--- src/rtl/rtmr_pkg.sv ---
package rtmr_pkg;
  localparam int ADDR_W = 2;

  localparam logic [ADDR_W-1:0] A_CTRL   = 2'd0;
  localparam logic [ADDR_W-1:0] A_RELOAD = 2'd1;
  localparam logic [ADDR_W-1:0] A_COUNT  = 2'd2;

  localparam int B_START = 0;
  localparam int B_EN    = 1;
  localparam int B_FLAG  = 2;
  localparam int B_IEN   = 3;
  localparam int B_RLD   = 4;
  localparam int B_POL   = 5;
  localparam int B_MODE  = 7;
  localparam int B_EVT   = 10;

  typedef struct packed {
    logic       evt_mode;
    logic [2:0] mode;
    logic       pol;
    logic       rld;
    logic       ien;
    logic       flag;
    logic       en;
  } ctl_t;
endpackage

--- src/rtl/rtmr_edge.sv ---
module rtmr_edge #(
  parameter int STAGES = 2
) (
  input  logic       clk,
  input  logic       rst_n,
  input  logic       din,
  input  logic [1:0] sel,
  output logic       hit
);
  logic [STAGES-1:0] sync_q;
  logic              prev_q;
  logic              rise, fall;

  generate
    for (genvar i = 0; i < STAGES; i++) begin : g_sync
      always_ff @(posedge clk or negedge rst_n) begin
        if (!rst_n) sync_q[i] <= 1'b0;
        else if (i == 0) sync_q[i] <= din;
        else sync_q[i] <= sync_q[(i == 0) ? 0 : i-1];
      end
    end
  endgenerate

  always_ff @(posedge clk or negedge rst_n) begin
    if (!rst_n) prev_q <= 1'b0;
    else prev_q <= sync_q[STAGES-1];
  end

  assign rise = sync_q[STAGES-1] & ~prev_q;
  assign fall = ~sync_q[STAGES-1] & prev_q;

  always_comb begin
    case (sel)
      2'b01:   hit = rise;
      2'b10:   hit = fall;
      2'b11:   hit = rise | fall;
      default: hit = 1'b0;
    endcase
  end

  // One detection per edge: a rising edge is never seen on two cycles running.
  assert_rise_single_R3: assert property (@(posedge clk) disable iff (!rst_n)
    rise |=> !rise);
endmodule

--- src/rtl/rtmr_core.sv ---
module rtmr_core #(
  parameter int W = 16
) (
  input  logic         clk,
  input  logic         rst_n,
  input  logic         start,
  input  logic         tick,
  input  logic         cnt_en,
  input  logic         rld,
  input  logic [W-1:0] reload,
  output logic [W-1:0] cnt,
  output logic         running,
  output logic         tog,
  output logic         uflow
);
  logic at_zero;

  assign at_zero = (cnt == '0);
  assign uflow   = running & cnt_en & tick & ~start & at_zero;

  always_ff @(posedge clk or negedge rst_n) begin
    if (!rst_n) begin
      cnt     <= '0;
      running <= 1'b0;
      tog     <= 1'b0;
    end else if (start) begin
      cnt     <= reload;
      running <= 1'b1;
      tog     <= 1'b0;
    end else if (!cnt_en) begin
      running <= 1'b0;
    end else if (running && tick) begin
      if (at_zero) begin
        if (rld) begin
          cnt <= reload;
          tog <= ~tog;
        end else begin
          cnt     <= '1;
          running <= 1'b0;
        end
      end else begin
        cnt <= cnt - 1'b1;
      end
    end
  end

  assert_start_loads_R13: assert property (@(posedge clk) disable iff (!rst_n)
    start |=> (running && cnt == $past(reload)));
  assert_reload_wrap_R5: assert property (@(posedge clk) disable iff (!rst_n)
    (uflow && rld) |=> (running && cnt == $past(reload)));
  assert_oneshot_stop_R6: assert property (@(posedge clk) disable iff (!rst_n)
    (uflow && !rld) |=> (!running && cnt == '1));
  assert_hold_no_tick_R11: assert property (@(posedge clk) disable iff (!rst_n)
    (!tick && !start) |=> $stable(cnt));
endmodule

--- src/rtl/reload_timer.sv ---
module reload_timer
  import rtmr_pkg::*;
#(
  parameter int W           = 16,
  parameter int SYNC_STAGES = 2
) (
  input  logic              clk,
  input  logic              rst_n,
  input  logic              bus_sel,
  input  logic              bus_wr,
  input  logic [ADDR_W-1:0] bus_addr,
  input  logic [W-1:0]      bus_wdata,
  output logic [W-1:0]      bus_rdata,
  input  logic              ext_in,
  output logic              tmr_out,
  output logic              irq
);
  ctl_t         ctl;
  logic [W-1:0] reload_q;
  logic [W-1:0] cnt;
  logic         running, tog, uflow, ext_hit;
  logic         wr_ctl, wr_rld, sw_start, start, tick;
  logic [1:0]   edge_sel;

  assign wr_ctl   = bus_sel & bus_wr & (bus_addr == A_CTRL);
  assign wr_rld   = bus_sel & bus_wr & (bus_addr == A_RELOAD);
  assign sw_start = wr_ctl & bus_wdata[B_START] & bus_wdata[B_EN];
  assign edge_sel = ctl.mode[2] ? 2'b00 : ctl.mode[1:0];

  assign start = ctl.evt_mode ? sw_start : (sw_start | (ext_hit & ctl.en));
  assign tick  = ctl.evt_mode ? ext_hit : 1'b1;

  rtmr_edge #(.STAGES(SYNC_STAGES)) u_edge (
    .clk (clk),
    .rst_n (rst_n),
    .din (ext_in),
    .sel (edge_sel),
    .hit (ext_hit)
  );

  rtmr_core #(.W(W)) u_core (
    .clk     (clk),
    .rst_n   (rst_n),
    .start   (start),
    .tick    (tick),
    .cnt_en  (ctl.en),
    .rld     (ctl.rld),
    .reload  (reload_q),
    .cnt     (cnt),
    .running (running),
    .tog     (tog),
    .uflow   (uflow)
  );

  always_ff @(posedge clk or negedge rst_n) begin
    if (!rst_n) begin
      ctl      <= '0;
      reload_q <= '0;
    end else begin
      if (wr_rld) reload_q <= bus_wdata;
      if (wr_ctl) begin
        ctl.evt_mode <= bus_wdata[B_EVT];
        ctl.mode     <= bus_wdata[B_MODE+2:B_MODE];
        ctl.pol      <= bus_wdata[B_POL];
        ctl.rld      <= bus_wdata[B_RLD];
        ctl.ien      <= bus_wdata[B_IEN];
        ctl.en       <= bus_wdata[B_EN];
      end
      if (uflow) ctl.flag <= 1'b1;
      else if (wr_ctl && !bus_wdata[B_FLAG]) ctl.flag <= 1'b0;
    end
  end

  always_comb begin
    bus_rdata = '0;
    case (bus_addr)
      A_CTRL: begin
        bus_rdata[B_EVT]             = ctl.evt_mode;
        bus_rdata[B_MODE+2:B_MODE]   = ctl.mode;
        bus_rdata[B_POL]             = ctl.pol;
        bus_rdata[B_RLD]             = ctl.rld;
        bus_rdata[B_IEN]             = ctl.ien;
        bus_rdata[B_FLAG]            = ctl.flag;
        bus_rdata[B_EN]              = ctl.en;
      end
      A_RELOAD: bus_rdata = reload_q;
      A_COUNT:  bus_rdata = cnt;
      default:  bus_rdata = '0;
    endcase
  end

  assign tmr_out = ctl.rld ? (tog ^ ctl.pol) : (running ^ ctl.pol);
  assign irq     = ctl.ien & ctl.flag;

  assert_flag_set_R9: assert property (@(posedge clk) disable iff (!rst_n)
    uflow |=> (bus_addr != A_CTRL) || bus_rdata[B_FLAG]);
  assert_flag_w1_keeps_R9: assert property (@(posedge clk) disable iff (!rst_n)
    (wr_ctl && bus_wdata[B_FLAG] && ctl.flag) |=> ctl.flag);
  assert_toggle_on_wrap_R8: assert property (@(posedge clk) disable iff (!rst_n)
    (uflow && ctl.rld && !(wr_ctl && (bus_wdata[B_POL] != ctl.pol || !bus_wdata[B_RLD])))
      |=> (tmr_out != $past(tmr_out)));
endmodule

--- config.mk ---
export PLATFORM = sky130hd
export DESIGN_NAME = reload_timer
export DESIGN_NICKNAME = d
export VERILOG_FILES = /design/src/rtl/rtmr_pkg.sv /design/src/rtl/rtmr_edge.sv /design/src/rtl/rtmr_core.sv /design/src/rtl/reload_timer.sv
export SDC_FILE = /design/constraint.sdc
export NUM_CORES = 1
export LEC_CHECK = 0
export ABC_AREA = 1
export CAP_MARGIN = 25
export CORE_MARGIN = 5
export CORE_UTILIZATION = 55
export DETAILED_ROUTE_END_ITERATION = 16
export GPL_TIMING_DRIVEN = 0
export PLACE_DENSITY = 0.79
export SLEW_MARGIN = 20
export SYNTH_ARGS = -nofsm -noshare
export SYNTH_HDL_FRONTEND = slang
export SYNTH_HIERARCHICAL = 1
export SYNTH_SLANG_ARGS = --single-unit
--- constraint.sdc ---
create_clock -name clk -period 3.51 [get_ports clk]
set_clock_uncertainty 0.15 [all_clocks]
set_input_delay 0.702 -clock clk [delete_from_list [all_inputs] [get_ports clk]]
set_output_delay 0.702 -clock clk [all_outputs]
set_load 0.02 [all_outputs]
### Word-level counts from Yosys, hierarchy flattened

Index checks and enable logic that the tools add are counted.

| word-level totals | value |
|---|---|
| register bits | 46 |
| bits of input ports | 23 |
| output and inout bits | 18 |
| word-level logic and storage cells | 84 |

| operators by class | value |
|---|---|
| add/sub/neg operators | 1 |
| eq/ne operators | 8 |
| mux-type cells | 27 |
| bitwise gates (word level) | 21 |
| reductions and logical operators | 13 |

Operator list:

| cell | count |
|---|---|
| $mux 16 | 5 |
| $logic_not 16->1 | 1 |
| $sub 16x1->16 const B | 1 |
| $mux 1 | 15 |
| $pmux 5 s3 | 1 |
| $and 1x1->1 | 13 |
| $pmux 4 s3 | 1 |
| $pmux 5 s2 | 1 |
| $reduce_bool 2->1 | 5 |
| $eq 2x2->1 const B | 3 |
| $ne 3x1->1 const B | 2 |
| $eq 2x1->1 const B | 2 |
| $not 1->1 | 4 |
| $pmux 1 s2 | 2 |
| $reduce_and 4->1 | 1 |
| $ne 3x2->1 const B | 1 |
| $pmux 1 s3 | 1 |
| $reduce_and 3->1 | 1 |
| $logic_and 1x1->1 | 2 |
| $logic_not 2->1 | 1 |
| $mux 2 | 1 |
| $or 1x1->1 | 2 |
| $reduce_and 2->1 | 1 |
| $xor 1x1->1 | 2 |
| $logic_not 1->1 | 1 |

### Logic depth before layout (Yosys ltp)

Gate-level depths: netlist (run 1).

| depth | value |
|---|---|
| word-level depth | 11 |
| gate-level depth with buffers | 16 |
| mapped depth without buffers | 16 |

### Cells and area by module

Netlist (run 1), hierarchy kept.

Modules (own cells, without submodules):

| module | instances | cells an instance | area an instance (um2) | sequential area each (um2) |
|---|---|---|---|---|
| reload_timer | 1 | 209 | 1581.5 | 625.6 |
| rtmr_core | 1 | 223 | 1461.4 | 450.4 |
| rtmr_edge | 1 | 14 | 138.9 | 75.1 |

### Worst setup path before layout (run 1)

OpenSTA, ideal clock, no wires.

| timing path | value |
|---|---|
| path kind | input-to-output |
| from | in bus_addr[1] |
| to | out bus_rdata[0] |
| data arrival time | 1.631 ns |
| data required time | 2.658 ns |
| setup slack | 1.027 ns |
| stages on the path | 6 |
| path buffers | 2 |
| cells stage by stage | inv_1 ha_1 buf_4 buf_2 nand2_1 a21oi_1 |

| on the way | value |
|---|---|
| word-level cells in the longest chain between the ends | 2 |
| elaborated cells between the ends (all ways) | 3 |
| classes of those cells | eq/ne (2); mux (1) |

Ends and longest elaborated chain:

| what | line | RTL |
|---|---|---|
| start, declared | reload_timer.sv:11 | `input logic [ADDR_W-1:0] bus_addr,` |
| $eq 2x2->1 / $eq 2x1->1 (equally long branches) | reload_timer.sv:76 | `case (bus_addr)` |
| $pmux 1 s2 (*) | reload_timer.sv:76 |  |
| end, declared | reload_timer.sv:13 | `output logic [W-1:0] bus_rdata,` |

Every way passes the cells marked *; elsewhere a longest branch is shown, timed or not.

### Worst setup path in the final report (run 1)

| timing path | value |
|---|---|
| from | in bus_addr[0] |
| to | out bus_rdata[2] |

| on the way | value |
|---|---|
| word-level cells in the longest chain between the ends | 2 |
| elaborated cells between the ends (all ways) | 4 |
| classes of those cells | eq/ne (2); mux (1); reduce/logical (1) |

Ends and longest elaborated chain:

| what | line |
|---|---|
| $eq 2x2->1 (tied with other cells) | reload_timer.sv:76 |
| $pmux 5 s3 (*) | reload_timer.sv:76 |

Marked as above.

==> results of run 1 <==
==> flip-flops by register name, indices dropped and copies added, names as in the netlist <==
name / flops
ctl: 9
reload_q: 16
u_core/cnt: 16
u_core/running: 1
u_core/tog: 1
u_edge/prev_q: 1
u_edge/sync_q: 2
==> synthesized netlist by cell type (3+ instances only) <==
cell        n  area, µm²
or2_2       3       18.8
ha_1        8        100
nand3b_1    8       60.1
xnor2_1     5       43.8
dfrtp_1    46       1150
nand2_1   151        567
o21ai_0     3       15.0
nor2_4      6       67.6
nand2_2     9       56.3
o21ai_2    24        210
inv_1      66        248
nand3_1    35        175
nand2_4     3       33.8
nand4_1     5       31.3
nor2_1     28        105
buf_2       5       25.0
o21ai_1    13       65.1
a21oi_1     7       35.0
buf_6       5       56.3
==> where the power goes <==
group	total (µW)	switching, µW	leakage [µW]	internal, µW
Combinational	1050	641	0.00143	405
Sequential	880	210	0.000586	670
Clock	406	193	0.0000514	213
Total	2330	1040	0.00207	1290
==> area by class of cell <==
class | instances | area share [%]
timing repair buffer | 41 | 11.4
multi-input combinational | 318 | 43.9
buffer | 10 | 2.27
sequential | 46 | 30.2
clock buffer | 6 | 1.90
tap | 72 | 2.36
inverter | 70 | 6.90
clock inverter | 2 | 0.985
==> metal layers <==
metal  wire length (µm)  track usage (%)
met1               3690             31.4
met2               3930             37.5
met3                498             4.61
met4                163             7.77
met5                  0                0
==> worst max path at each step <==
stage,start,depth (start not counted),endpoint,slack (ns)
after detailed placement,bus_addr[0],10,bus_rdata[7],-0.06
after global placement,bus_addr[0],10,bus_rdata[8],-0.01
after floorplan,bus_addr[1],6,bus_rdata[0],1.03
after CTS,bus_addr[0],9,bus_rdata[8],0.006
final,bus_addr[0],9,bus_rdata[2],0.06
after global routing,bus_addr[0],7,bus_rdata[0],-0.004
==> metrics by stage <==
stage / TNS, ns / utilization, %
finish: 0 / 68.4
global route: -0.00416 / 68.4
CTS: 0 / 67.9
detailed placement: -0.247 / 66.2
global placement: -0.0209 / 65.9
floorplan: 0 / -
==> cell usage in the layout, fill, tap and decap left out, types with 2 or more instances in the layout <==
| master | count |
|---|---|
| or2_2 | 3 |
| a21oi_1 | 7 |
| o21ai_2 | 24 |
| nor2_1 | 28 |
| clkbuf_8 | 5 |
| nand3b_1 | 8 |
| inv_1 | 66 |
| o21ai_1 | 13 |
| dfrtp_1 | 46 |
| ha_1 | 8 |
| nand2_1 | 151 |
| o21ai_0 | 3 |
| nand4_1 | 5 |
| nor2_4 | 6 |
| nand3_4 | 2 |
| nor2_2 | 2 |
| clkinv_1 | 2 |
| buf_2 | 4 |
| xnor2_1 | 5 |
| clkdlybuf4s50_1 | 31 |
| inv_2 | 2 |
| nand3_1 | 35 |
| nor3_1 | 2 |
| dlymetal6s2s_1 | 8 |
| buf_6 | 5 |
| nand2_4 | 3 |
| nand2_2 | 9 |
==> what timing repair did <==
action | in CTS | in global routing
gates resized for setup | 0 | 10
endpoints found under the hold margin | 0 | 0
cloned | 0 | 0
endpoints found under the setup margin | 9 | 10
==> kinds of logic after synthesis <==
| family | share of synthesized area [%] |
|---|---|
| xor+xnor | 1.38 |
| fa+ha+maj | 3.15 |
| simple gates | 37.4 |
| buf+inv | 11.2 |
| flops | 36.2 |
| compound gates | 10.7 |
==> critical path, cell delays in order <==
cell and delay, ns:
clkdlybuf4s50_1 0.45, inv_1 0.11, ha_1 0.25, clkbuf_4 0.25
nand2_1 0.07, nand3_1 0.08, nand2_1 0.05, inv_1 0.05
clkdlybuf4s50_1 0.59
==> summary.md, run 1 <==
| Metric | Value |
|---|---|
| I/O Buffers | `40` |
| Worst-Skew Late Latency | `0.30 ns` |
| Mapped cell area | `roughly 3200 µm²` |
| Multi-input logic area | `~1700 µm²` |
| Synth Register Bits | `46` |
| EDFF count, synth | `0` |
| DR pass1 iterations | `5` |
| P per Cell Area | `612 nW/µm²` |
| H-tree levels | `2` |
| Drt drc | `0` |
| # rows | `27` |
| Initial antenna violation count | `0` |
| Clock sink total | `46` |
| Via Count | `2998` |
| CP Launch Type | `input port` |
| Largest net degree at the start of global routing | `29` |
| Final Cell Area | `3810 µm²` |
| Post-layout min period | `3.45 ns` |
| Effective utilization at floorplan | `between 50 and 60%` |
| Yosys warnings | `6` |
| Period Utilization, post-route | `98.4%` |
| Worst-Margin Slew | `0.450 ns` |
| Cells after synthesis | `446` |
| First-pass GRT wire length | `13.7 mm` |
| # IOs | `41` |
| Register area share after synthesis | `36.2%` |
| Fillers | `between 400 and 500` |
| Synth unique cells | `30` |
| Hold Fails Final Rpt | `0` |
| Flop-to-flop setup slack | `0.98 ns` |
| Total chip power | `2330 µW` |
| NumNets Final | `approximately 520` |
| Worst Reg-to-Reg Cells | `13` |
| Flip-flop and latch area | `approximately 1200 µm²` |
| Top_reg_cell synth | `dfrtp_1` |
| Antenna Nets Post-Route | `0` |
| WP data arrival | `2.60 ns` |
| Pre-CTS setup slack | `-0.0552 ns` |
| Initial drt markers | `about 220` |
| Post-DP HPWL | `6.35 mm` |
| Die ar. | `7410 µm²` |
| DP Cell Count | `about 560` |
| Outcome | `completed` |
| Syn nets | `about 480` |
| Root Driver | `clkbuf_8` |
| Avg WL per Cell | `14.7 µm` |
| GRT Util Overall | `23.3%` |
| Lkg Pwr | `approximately 0.0021 µW` |
| Grt total ovfl | `0` |
| FFs w/ async S/R, synth | `between 90% and 100%` |
| Clock-pin slew on the worst setup and hold paths | `0.09 ns` |
| Synth-to-layout area growth | `19.7%` |
| Vias in the first global route | `2817` |
| Total CTS buffers | `5` |
| Chip Height | `around 86 µm` |
| Cell area after placement | `3690 µm²` |
| Setup Viol. Count Final | `0` |
| CTS tree | `done` |
| Setup bufs post-CTS | `0` |
| Final non-filler cell total | `565` |
| Maximum clock frequency | `a little under 0.3 GHz` |
| Critical path fanouts, max | `10` |
| Reg2Reg Launch Point | `ctl[7]$_DFFE_PN0P_` |
| Drt total wl | `8.28 mm` |
| Core area | `5570 µm²` |
| Max VDD drop | `a little under 0.5 mV` |
| Max cap viols | `0` |
| Kind of critical path | `input port to output port` |
| Req. time, crit path | `2.66 ns` |
| Worst Setup End Kind | `output port` |
| HP Class | `input port to asynchronous set/reset pin` |
| N_diodes | `0` |
| Syn avg cell area | `7.13 µm²` |
| DR vias/cell | `5.31` |
| Final worst slack | `0.0578 ns` |
| GP Congestion | `0.922` |
| CTS max path bufs | `2` |
| R2R Path End | `u_core/cnt[7]$_DFFE_PN0P_` |
| Max Slew Vio Count | `0` |
| Die W | `about 86 µm` |
| Rel. slew slack | `70.0%` |
| Share of cells above drive strength 1 | `between 10 and 15%` |
| # hold bufs at CTS | `0` |
| Hold Worst Slack | `about 0.18 ns` |
Note: power is estimated with default switching activity, not from simulation.
==> run 2, diff against run 1 <==
CORE_ASPECT_RATIO = 0.6   (was default)
CTS_BUF_LIST = sky130_fd_sc_hd__clkbuf_8   (was default)
==> summary.md, run 2 (same netlist as run 1, synthesis figures left out) <==
| Metric | Value |
|---|---|
| Outcome | `completed` |
| # hold bufs at CTS | `0` |
| DP Cell Count | `567` |
| CTS tree | `done` |
| Drt drc | `0` |
| Max cap viols | `0` |
| H-tree levels | `2` |
| First-pass GRT wire length | `14.4 mm` |
| Flop-to-flop setup slack | `0.93 ns` |
| Critical path fanouts, max | `10` |
| Max VDD drop | `0.261 mV` |
| P per Cell Area | `605 nW/µm²` |
| Logic pwr share | `47.4%` |
| Hold Fails Final Rpt | `0` |
| Chip Height | `68.9 µm` |
| Synth-to-layout area growth | `19.6%` |
| Post-layout min period | `3.30 ns` |
| Maximum clock frequency | `0.303 GHz` |
| GP Congestion | `0.976` |
| Pint | `1210 µW` |
| Switching power of the nets | `between 1000 and 1500 µW` |
| Die ar. | `7460 µm²` |
| Total CTS buffers | `5` |
| Lkg Pwr | `around 0.0021 µW` |
| Reg2Reg Launch Point | `u_edge/sync_q[1]$_DFF_PN0_` |
| Via Count | `3039` |
| Initial drt markers | `370` |
| Post_cts resized | `6` |
| Worst-Skew Late Latency | `0.30 ns` |
| Pre-CTS setup slack | `-0.0722 ns` |
| Worst Setup End Kind | `output port` |
| RSZ-0062 raised after global routing | `false` |
| Setup Viol. Count Final | `0` |
| Drt total wl | `8.72 mm` |
| Max Slew Vio Count | `0` |
| Clock-pin slew on the worst setup and hold paths | `0.09 ns` |
| DR vias/cell | `5.29` |
| Worst Reg-to-Reg Cells | `14` |
| WP data arrival | `2.45 ns` |
| Final Util | `68.0%` |
| Die W | `108 µm` |
| Most common cell after layout, fill and taps aside | `nand2_1` |
| Final worst slack | `roughly 0.21 ns` |
| Hold Worst Slack | `0.165 ns` |
| I/O Buffers | `40` |
| Worst-Margin Slew | `0.420 ns` |
| Root Driver | `clkbuf_8` |
| Core area | `5600 µm²` |
| Avg WL per Cell | `about 15 µm` |
| Post-DP HPWL | `6.90 mm` |
| HP Class | `input port to asynchronous set/reset pin` |
| Rel. slew slack | `72.0%` |
| Initial antenna violation count | `0` |
| Grt total ovfl | `0` |
| # IOs | `41` |
| Net Sw Frac | `47.5%` |
| Effective utilization at floorplan | `56.9%` |
| CP Launch Type | `input port` |
| Clock sink total | `46` |
| Req. time, crit path | `2.66 ns` |
| N_diodes | `0` |
| Largest net degree at the start of global routing | `32` |
| Period Utilization, post-route | `93.9%` |
| Antenna Nets Post-Route | `0` |
| Part of the power in registers | `38.2%` |
| GRT Util Overall | `25.5%` |
| NumNets Final | `approximately 520` |
| Share of cells above drive strength 1 | `between 10% and 20%` |
| Clock Power Share | `14.4%` |
| DR pass1 iterations | `5` |
| Final non-filler cell total | `roughly 570` |
| Largest regs | `reload_q (16), u_core/cnt (16), ctl (9)` |
| R2R Path End | `u_core/cnt[8]$_DFFE_PN0P_` |
| Total chip power | `2300 µW` |
| Vias in the first global route | `2832` |
| # rows | `21` |
| Most frequent cells in the layout | `151 x nand2_1, 67 x inv_1, 46 x dfrtp_1` |
| Setup bufs post-CTS | `0` |
| CTS max path bufs | `2` |
| Kind of critical path | `input port to output port` |
[run 2: worst max-delay path, cell delays in order]
cell and delay (ns):
clkdlybuf4s50_1 0.53, inv_1 0.08, ha_1 0.19, clkbuf_2 0.18, buf_4 0.21, nand2_1 0.07, nand3_1 0.06, nand2_1 0.07
inv_1 0.05, dlygate4sd2_1 0.31
[run 2: area by class of cell]
class,instances,area (µm²)
fillers,500,1790
multi-input cells,318,1670
flip-flops and latches,46,1150
repair buffers,41,437
inverters,70,263
well taps,80,100
plain buffers,11,93.8
clock buffers,5,68.8
clock inverters,3,17.5
[run 2: stage by stage]
stage / area (µm²) / setup TNS [ns]
floorplan: 3180 / 0
global placement: 3680 / -0.317
detailed placement: 3700 / -0.515
CTS: 3770 / 0
global route: 3800 / 0
finish: 3800 / 0
[run 2: worst max-delay path by stage]
stage                     depth (start not counted)         from  slack [ns]       endpoint
after floorplan                                   6  bus_addr[1]        1.03   bus_rdata[0]
after global placement                            8  bus_addr[0]       -0.05   bus_rdata[0]
after detailed placement                         10  bus_addr[0]       -0.07   bus_rdata[3]
after CTS                                         8  bus_addr[0]       0.006  bus_rdata[12]
after global routing                             10  bus_addr[0]        0.09   bus_rdata[7]
final                                            10  bus_addr[0]        0.21   bus_rdata[7]
[run 2: power by group through the flow]
stage	Combinational [µW]	Clock [µW]	Sequential [µW]
after detailed placement	1070	0	882
after global routing	1200	365	902
after CTS	1070	338	872
after global placement	1040	0	880
after floorplan	809	0	816
final	1090	331	879
[run 2: metal layers]
metal | wire (µm) | vias up | part of all wire, % | track usage (%)
met2 | 3770 | 144 | 43 | 39.3
met4 | 51 | 0 | 0.58 | 4.57
met3 | 837 | 6 | 9.6 | 6.42
li1 | - | 1474 | - | -
met5 | 0 | - | 0 | 0
met1 | 4060 | 1415 | 47 | 36.8
